$ cat config.mk
export PLATFORM = sky130hd
export DESIGN_NAME = flash_erase_seq
export DESIGN_NICKNAME = d
export VERILOG_FILES = /design/src/rtl/erase_seq_pkg.sv /design/src/rtl/erase_cmd_rom.sv /design/src/rtl/erase_status_eval.sv /design/src/rtl/erase_watchdog.sv /design/src/rtl/flash_erase_seq.sv
export SDC_FILE = /design/constraint.sdc
export NUM_CORES = 1
export LEC_CHECK = 0
export BUFFER_PORTS_ARGS = -buffer_cell sky130_fd_sc_hd__buf_2
export CORE_MARGIN = 5
export CORE_UTILIZATION = 52
export CTS_CLUSTER_SIZE = 14
export DETAILED_ROUTE_END_ITERATION = 12
export PLACE_DENSITY_LB_ADDON = 0.12
export SETUP_SLACK_MARGIN = 0.4
export SLEW_MARGIN = 20
export SYNTH_ARGS = -nofsm -noshare
export SYNTH_HDL_FRONTEND = slang
export SYNTH_SLANG_ARGS = --single-unit
$ cat constraint.sdc
create_clock -name clk -period 2.7 [get_ports clk]
set_input_delay 0.54 -clock clk [delete_from_list [all_inputs] [get_ports clk]]
set_output_delay 0.54 -clock clk [all_outputs]
set_load 0.01 [all_outputs]
$ cat src/rtl/erase_seq_pkg.sv
package erase_seq_pkg;

    typedef enum logic [3:0] {
        ST_IDLE,
        ST_CMD,
        ST_POLL_RD,
        ST_POLL_EVAL,
        ST_RECHK_RD,
        ST_RECHK_EVAL,
        ST_ABORT_WR,
        ST_DONE,
        ST_FAIL
    } seq_state_t;

    localparam int STEP_W    = 3;
    localparam int CMD_STEPS = 6;

    localparam logic [7:0] CMD_UNLOCK_1   = 8'hAA;
    localparam logic [7:0] CMD_UNLOCK_2   = 8'h55;
    localparam logic [7:0] CMD_SETUP      = 8'h80;
    localparam logic [7:0] CMD_CHIP       = 8'h10;
    localparam logic [7:0] CMD_SECTOR     = 8'h30;
    localparam logic [7:0] CMD_READ_RESET = 8'hF0;

    localparam int BIT_POLL   = 7;
    localparam int BIT_TOGGLE = 6;
    localparam int BIT_LIMIT  = 5;

endpackage

$ cat src/rtl/erase_cmd_rom.sv
module erase_cmd_rom
    import erase_seq_pkg::*;
#(
    parameter int ADDR_W = 20,
    parameter int DATA_W = 16,
    parameter logic [ADDR_W-1:0] UNLOCK_A = 'h555,
    parameter logic [ADDR_W-1:0] UNLOCK_B = 'h2AA
) (
    input  logic [STEP_W-1:0] step,
    input  logic              chip_mode,
    input  logic [ADDR_W-1:0] sector_addr,
    output logic [ADDR_W-1:0] cmd_addr,
    output logic [DATA_W-1:0] cmd_data
);

    // Step-indexed command table; the last entry depends on erase type.
    always_comb begin
        unique case (step)
            3'd0: begin cmd_addr = UNLOCK_A; cmd_data = DATA_W'(CMD_UNLOCK_1); end
            3'd1: begin cmd_addr = UNLOCK_B; cmd_data = DATA_W'(CMD_UNLOCK_2); end
            3'd2: begin cmd_addr = UNLOCK_A; cmd_data = DATA_W'(CMD_SETUP);    end
            3'd3: begin cmd_addr = UNLOCK_A; cmd_data = DATA_W'(CMD_UNLOCK_1); end
            3'd4: begin cmd_addr = UNLOCK_B; cmd_data = DATA_W'(CMD_UNLOCK_2); end
            default: begin
                if (chip_mode) begin
                    cmd_addr = UNLOCK_A;
                    cmd_data = DATA_W'(CMD_CHIP);
                end else begin
                    cmd_addr = sector_addr;
                    cmd_data = DATA_W'(CMD_SECTOR);
                end
            end
        endcase
    end

endmodule

$ cat src/rtl/erase_status_eval.sv
module erase_status_eval
    import erase_seq_pkg::*;
#(
    parameter int DATA_W = 16
) (
    input  logic [DATA_W-1:0] rdata,
    input  logic              prev_toggle,
    input  logic              have_prev,
    output logic              complete,
    output logic              limit_hit,
    output logic              cur_toggle
);

    localparam logic [DATA_W-1:0] USED_MASK = DATA_W'(8'hE0);

    logic unused_bits;
    assign unused_bits = ^(rdata & ~USED_MASK);

    always_comb begin
        cur_toggle = rdata[BIT_TOGGLE];
        complete   = rdata[BIT_POLL] | (have_prev & (rdata[BIT_TOGGLE] == prev_toggle));
        limit_hit  = rdata[BIT_LIMIT];
    end

endmodule

$ cat src/rtl/erase_watchdog.sv
module erase_watchdog #(
    parameter int LIMIT = 100000
) (
    input  logic clk,
    input  logic rst_n,
    input  logic run,
    output logic expired
);

    localparam int CW = $clog2(LIMIT + 1);

    logic [CW-1:0] cnt;

    always_ff @(posedge clk) begin
        if (!rst_n || !run) begin
            cnt <= '0;
        end else if (cnt != CW'(LIMIT)) begin
            cnt <= cnt + 1'b1;
        end
    end

    assign expired = (cnt == CW'(LIMIT));

    AST_WDOG_CLEARS: assert property (@(posedge clk) disable iff (!rst_n)
        !run |=> !expired);

endmodule

$ cat src/rtl/flash_erase_seq.sv
module flash_erase_seq
    import erase_seq_pkg::*;
#(
    parameter int ADDR_W      = 20,
    parameter int DATA_W      = 16,
    parameter logic [ADDR_W-1:0] UNLOCK_A = 'h555,
    parameter logic [ADDR_W-1:0] UNLOCK_B = 'h2AA,
    parameter int WDOG_CYCLES = 100000
) (
    input  logic              clk,
    input  logic              rst_n,
    input  logic              start,
    input  logic              chip_mode,
    input  logic [ADDR_W-1:0] sector_addr,
    output logic              busy,
    output logic              done,
    output logic              error,
    output logic [ADDR_W-1:0] bus_addr,
    output logic [DATA_W-1:0] bus_wdata,
    output logic              bus_wr,
    output logic              bus_rd,
    input  logic [DATA_W-1:0] bus_rdata
);

    localparam logic [STEP_W-1:0] LAST_STEP = STEP_W'(CMD_STEPS - 1);

    seq_state_t        state, state_nx;
    logic [STEP_W-1:0] step;
    logic              chip_q;
    logic [ADDR_W-1:0] sector_q;
    logic              prev_toggle;
    logic              have_prev;

    logic [ADDR_W-1:0] cmd_addr;
    logic [DATA_W-1:0] cmd_data;
    logic              complete, limit_hit, cur_toggle;
    logic              wd_run, wd_expired;

    erase_cmd_rom #(
        .ADDR_W   (ADDR_W),
        .DATA_W   (DATA_W),
        .UNLOCK_A (UNLOCK_A),
        .UNLOCK_B (UNLOCK_B)
    ) u_rom (
        .step        (step),
        .chip_mode   (chip_q),
        .sector_addr (sector_q),
        .cmd_addr    (cmd_addr),
        .cmd_data    (cmd_data)
    );

    erase_status_eval #(.DATA_W(DATA_W)) u_eval (
        .rdata       (bus_rdata),
        .prev_toggle (prev_toggle),
        .have_prev   (have_prev),
        .complete    (complete),
        .limit_hit   (limit_hit),
        .cur_toggle  (cur_toggle)
    );

    assign wd_run = (state == ST_POLL_RD)  || (state == ST_POLL_EVAL) ||
                    (state == ST_RECHK_RD) || (state == ST_RECHK_EVAL);

    erase_watchdog #(.LIMIT(WDOG_CYCLES)) u_wdog (
        .clk     (clk),
        .rst_n   (rst_n),
        .run     (wd_run),
        .expired (wd_expired)
    );

    // State register and captured request / poll history
    always_ff @(posedge clk) begin
        if (!rst_n) begin
            state       <= ST_IDLE;
            step        <= '0;
            chip_q      <= 1'b0;
            sector_q    <= '0;
            prev_toggle <= 1'b0;
            have_prev   <= 1'b0;
        end else begin
            state <= state_nx;
            unique case (state)
                ST_IDLE: begin
                    if (start) begin
                        chip_q   <= chip_mode;
                        sector_q <= sector_addr;
                        step     <= '0;
                    end
                end
                ST_CMD: begin
                    step      <= step + 1'b1;
                    have_prev <= 1'b0;
                end
                ST_POLL_EVAL, ST_RECHK_EVAL: begin
                    prev_toggle <= cur_toggle;
                    have_prev   <= 1'b1;
                end
                default: ;
            endcase
        end
    end

    // Next-state logic
    always_comb begin
        state_nx = state;
        unique case (state)
            ST_IDLE:       if (start) state_nx = ST_CMD;
            ST_CMD:        if (step == LAST_STEP) state_nx = ST_POLL_RD;
            ST_POLL_RD:    state_nx = ST_POLL_EVAL;
            ST_POLL_EVAL: begin
                if (complete)        state_nx = ST_DONE;
                else if (limit_hit)  state_nx = ST_RECHK_RD;
                else if (wd_expired) state_nx = ST_ABORT_WR;
                else                 state_nx = ST_POLL_RD;
            end
            ST_RECHK_RD:   state_nx = ST_RECHK_EVAL;
            ST_RECHK_EVAL: state_nx = complete ? ST_DONE : ST_ABORT_WR;
            ST_ABORT_WR:   state_nx = ST_FAIL;
            ST_DONE:       state_nx = ST_IDLE;
            ST_FAIL:       state_nx = ST_IDLE;
            default:       state_nx = ST_IDLE;
        endcase
    end

    // Moore outputs
    always_comb begin
        busy      = (state != ST_IDLE);
        done      = (state == ST_DONE);
        error     = (state == ST_FAIL);
        bus_wr    = 1'b0;
        bus_rd    = 1'b0;
        bus_addr  = '0;
        bus_wdata = '0;
        unique case (state)
            ST_CMD: begin
                bus_wr    = 1'b1;
                bus_addr  = cmd_addr;
                bus_wdata = cmd_data;
            end
            ST_ABORT_WR: begin
                bus_wr    = 1'b1;
                bus_wdata = DATA_W'(CMD_READ_RESET);
            end
            ST_POLL_RD, ST_RECHK_RD: bus_rd = 1'b1;
            default: ;
        endcase
    end

    AST_BUS_EXCL: assert property (@(posedge clk) disable iff (!rst_n)
        !(bus_wr && bus_rd));
    AST_IDLE_QUIET: assert property (@(posedge clk) disable iff (!rst_n)
        !busy |-> (!bus_wr && !bus_rd));
    AST_ONE_OUTCOME: assert property (@(posedge clk) disable iff (!rst_n)
        !(done && error));
    AST_DONE_PULSE: assert property (@(posedge clk) disable iff (!rst_n)
        done |=> !done);
    AST_ERR_PULSE: assert property (@(posedge clk) disable iff (!rst_n)
        error |=> !error);
    AST_ERR_AFTER_F0: assert property (@(posedge clk) disable iff (!rst_n)
        $rose(error) |-> ($past(bus_wr) && $past(bus_wdata) == DATA_W'(CMD_READ_RESET)));
    AST_FREE_AFTER_RESULT: assert property (@(posedge clk) disable iff (!rst_n)
        (done || error) |=> !busy);

endmodule

-- Word-level counts from Yosys, hierarchy flattened
Index checks and enable logic that the tools add are counted.
- word-level logic and storage cells: 67
- bits in registers: 47
- output and inout bits: 41
- add/sub/neg operators: 2
- equal/unequal tests: 18
- mux-type cells: 18
- bitwise gates (word level): 2
- reductions and logical operators: 20
- operator list (operator ; count):
    $pmux W16 S3 ; 1
    $mux W20 ; 2
    $pmux W20 S2 ; 1
    $pmux W16 S2 ; 1
    $pmux W4 S7 ; 1
    $add A17 B1 Y17 const B ; 1
    $eq A17 B17 Y1 const B ; 1
    $ne A17 B17 Y1 const B ; 1
    $eq A4 B3 Y1 const B ; 4
    $mux W3 ; 4
    $reduce_or A2 Y1 ; 5
    $eq A4 B2 Y1 const B ; 2
    $mux W4 ; 2
    $eq A3 B2 Y1 const B ; 2
    $eq A3 B3 Y1 const B ; 2
    $mux W6 ; 1
    $pmux W3 S2 ; 1
    $reduce_and A2 Y1 ; 3
    $eq A4 B1 Y1 const B ; 1
    $eq A4 B4 Y1 const B ; 1
    $logic_not A4 Y1 ; 1
    $logic_or A1 B1 Y1 ; 4
    $ne A2 B2 Y1 const B ; 2
    $reduce_bool A2 Y1 ; 2
    other kinds (11) ; 14

-- Logic depth before layout (Yosys ltp)
- depth after elaboration: 6
- mapped depth: 7
- mapped depth without buffers: 5

-- Hierarchy
A second synthesis with hierarchy kept.
- cells, all modules: 340
- area, all modules: 2849.0 sq um
- modules (own cells, without submodules) (module ; area each (sq um) ; times used ; cells each):
    flash_erase_seq ; 1597.8 ; 1 ; 193
    erase_watchdog ; 839.6 ; 1 ; 94
    erase_cmd_rom ; 380.4 ; 1 ; 49
    erase_status_eval ; 31.3 ; 1 ; 4

-- Worst setup path before layout
No wires, ideal clock.
- path type: reg-to-output
- start point: register step[0]
- end point: output port bus_addr[0]
- stages on the path, launching flop included: 7
- setup slack: 0.512 ns
- arrival: 1.648 ns
- cell sequence: dfxtp_1 inv_1 ha_1 o21ba_2 or4_1 clkbuf_1 o21a_1
- word-level cells in the longest chain between the ends: 4
- ends and longest elaborated chain (what ; RTL line ; source):
    start, declared ; flash_erase_seq.sv:28 ; logic [STEP_W-1:0] step;
    start signal, assigned ; flash_erase_seq.sv:91 ; step <= step + 1'b1;
    $eq A3 B2 Y1, or another cell as far along ; erase_cmd_rom.sv:18 ; unique case (step)
    $reduce_or A3 Y1 (no line) or $reduce_or A2 Y1 (tied branches) ; -- ;
    $pmux W20 S2 * ; erase_cmd_rom.sv:18 ;
    $mux W20 * ; flash_erase_seq.sv:134 ; unique case (state)
    end, declared ; flash_erase_seq.sv:18 ; output logic [ADDR_W-1:0] bus_addr,
Every way passes the cells marked *; elsewhere a longest branch is shown, timed or not.

-- Worst setup path in the final report
- start point: register step[0]
- end point: output port bus_addr[10]
The elaborated chain is that of the path after synthesis.

==> key figures <==
Timing
  • Clock skew: about 7.4 ps
  • Unrepaired setup endpoints after global routing: true
  • Worst setup margin: 179 ps
  • Fin crit share: 93.4%
  • Final-report max-slew violation count: 0
  • Fmax: 397 MHz
  • Hold Slack: 456 ps
  • Hold Vio Cnt, Final: 0
  • Setup_tns: 0 ps
  • Minimum clock period: 2520 ps
  • Final setup fails: 0

Power
  • P_sw: between 0.3 and 0.4 mW
  • Pwr Total: 1.40 mW
  • Net Sw Frac: between 20% and 30%
  • Flop pwr share: 52.4%
  • Clock share of power: around 28%
  • Worst VDD drop: between 0.2 and 0.3 mV
  • Leak pwr: 1.36 nW
  • P_int: just over 1 mW
  • Power per standard cell area: 415 mW/mm^2
  • Combinational share of power: around a fifth

Synthesis
  • EDFF count, synth: 0
  • Mean Syn Cell Area: 8.23 um^2
  • Top cells by area, synth: dfxtp_1 (35%), mux2i_1 (11%), nand2_1 (7.7%), nand3_1 (3.9%), buf_4 (3.3%)
  • Register area share after synthesis: ~35%
  • Area share of xor/xnor cells in the synthesized design: 1.29%
  • Mapped Area: 0.00273 mm^2
  • #FFs+latches synth: 47
  • Yosys top cell by area: dfxtp_1
  • Mux cell area share after synthesis: about 11%
  • Distinct cells, synth: 52
  • Post-synthesis cell count: 331
  • Synth Area in Adders: between 3 and 4%
  • Ys flop type: dfxtp_1
  • Compound-Gate Fraction of Synth Area: 13.0%
  • Top cell type's share of synthesized area: about a third
  • Largest family of logic cells by synthesized area: simple AND/OR/NAND/NOR gates
  • Ys async rst share: 0%
  • Yosys Warn Count: 0
  • Post-Synth Simple-Gate Area: approximately 29%

Clock network
  • CTS Buffer Depth: 2
  • Htree depth: 2
  • CTS tree: built
  • CTS clk-pin slew, worst paths: 80 ps
  • Clock sink count: 47
  • Worst skew pair latency: approximately 290 ps
  • Inserted Clock Buffers: 5
  • Root buffer cell: clkbuf_8

Drt
  • DRC errors left: 0
  • Antenna Violating Nets Remaining: 0
  • DR vias: 2505
  • Drt initial violations: 162
  • Final WL: 6520 um
  • Routed len/inst: 14.1 um
  • Initial DRT Pass Iterations: 4
  • Via density: 5.41

Floorplanning
  • Die Span Y: 82.4 um
  • FP Rows: 26
  • IO Pins: 81
  • Area of the core: 0.00511 mm^2
  • Die ar.: roughly 0.0068 mm^2
  • Starting Density: 53.4%
  • Die Width: 82.4 um

Global routing
  • Overall routing resource usage: 20.3%
  • Initial antenna violation count: 0
  • Remaining global-route overflow: 0
  • First-pass GRT wire length: 10900 um
  • Largest net degree at the start of global routing: 50
  • Number of global-route vias before repair: roughly 2.3k

Final layout
  • Fin nets: 441
  • Ant diodes: 0
  • Final cell utilization of the core: 66.0%
  • Share of cells above drive strength 1: 29.0%
  • Layout area overhead: 23.8%

Worst setup path
  • Startpoint type of the worst setup path: flip-flop
  • Crit Path Max Fanout: 6
  • Setup CP Type: flip-flop to output port
  • Critical path data required time: 2160 ps
  • Crit path capture type: output port
  • Worst Path Arrival: 1980 ps
  • Reg2Reg Setup Slack: 1010 ps

Place
  • I/O Buffers: just under 60
  • RePlAce Congestion: 0.835
  • Detailed placement HPWL: 4290 um
  • Placement Setup Slack: 272 ps

Hold path
  • Worst min path class: flip-flop to flip-flop

Run status
  • Status: finished clean

Flow run
  • Max Cap Viol: 0
[flip-flops by register name (all words and copies together), names as in the netlist]
register	count
sector_q	20
u_wdog.cnt	17
state	4
step	3
chip_q	1
have_prev	1
prev_toggle	1
[per-layer routing]
metal  track usage (%)  share of wire [%]
met1              27.3                 46
met2              31.1                 46
met3              6.07                7.0
met4              6.31                1.3
met5                 0                  0
[layout by cell type (no fill, tap or decap), types with 3 or more instances in the layout]
cell      count
clkbuf_8      5
xor2_1        3
dfxtp_2       4
o21ai_0       5
or4_1         4
conb_1        8
o22ai_1       3
mux2i_1      29
buf_4        11
nor4_1        7
inv_1         9
a21oi_1      14
nand3b_1      5
nand4_1       6
and2_1       11
ha_4          4
nor4bb_1      3
o31ai_1       4
nand2_1      56
nor2_1       10
o21a_1        6
nand3_1      21
a211oi_1      6
buf_2        57
nor2b_1       3
or3_1         3
dfxtp_1      41
buf_6        10
[power groups by stage]
stage | registers [mW] | logic, mW | clock network, mW
floorplan | 0.744 | 0.166 | 0
global placement | 0.747 | 0.225 | 0
detailed placement | 0.747 | 0.228 | 0
CTS | 0.732 | 0.258 | 0.402
global route | 0.736 | 0.307 | 0.433
finish | 0.733 | 0.279 | 0.388
[area by class of cell]
cell class | count | area, um^2
flip-flops and latches | 47 | 953
repair buffers | 79 | 495
inverters | 11 | 43.8
clock buffers | 6 | 72.6
fillers | 450 | 1730
multi-input cells | 250 | 1720
well taps | 70 | 87.6
[Yosys cell counts (4+ instances only)]
cell type,count
o21ai_0,5
o21a_1,6
inv_1,11
nand3b_1,5
and2_1,12
or4_1,5
nor4_1,7
mux2i_1,29
nand3_1,21
nand2_1,56
a211oi_1,6
nor2_1,10
o22ai_1,4
buf_4,12
dfxtp_1,47
buf_2,6
clkbuf_1,11
nand4_1,6
o31ai_1,4
a21oi_1,16
ha_1,7
[per-stage QoR]
stage | cells | cell area (um^2)
after global placement | 447 | 3040
after detailed placement | 447 | 3040
after CTS | 459 | 3280
after global routing | 463 | 3370
final | 463 | 3370
after floorplan | 338 | 2750
[kinds of logic (layout without fill, tap and decap cells)]
group / after synthesis / in the layout
xor+xnor: 4 / 4
compound gates: 53 / 53
buf+inv: 41 / 96
mux: 30 / 30
other cells: 1 / 8
fa+ha+maj: 7 / 7
flops: 47 / 47
simple gates: 148 / 148
[worst max-delay path, stage by stage, from the launching register on]
cell	delay [ps]
dfxtp_4	380
buf_6	130
ha_4	160
ha_4	160
or4_4	530
o21a_1	190
buf_2	130
[path summary, 6_finish.rpt]
path / from / to / cells after the start
max: step[0] / bus_addr[10] / 6
min: sector_q[13] / sector_q[13] / 2
max reg2reg: u_wdog.cnt[1] / u_wdog.cnt[16] / 4
min reg2reg: sector_q[13] / sector_q[13] / 2
[what timing repair did]
item / in CTS / in global routing
gates resized for setup: 30 / 16
hold buffers: 0 / 0
buffers inserted: 6 / 4
pin swaps: 13 / 15
setup endpoints to repair: 26 / 26
endpoints found under the hold margin: 0 / 0
(Power assumes the default switching activity.)
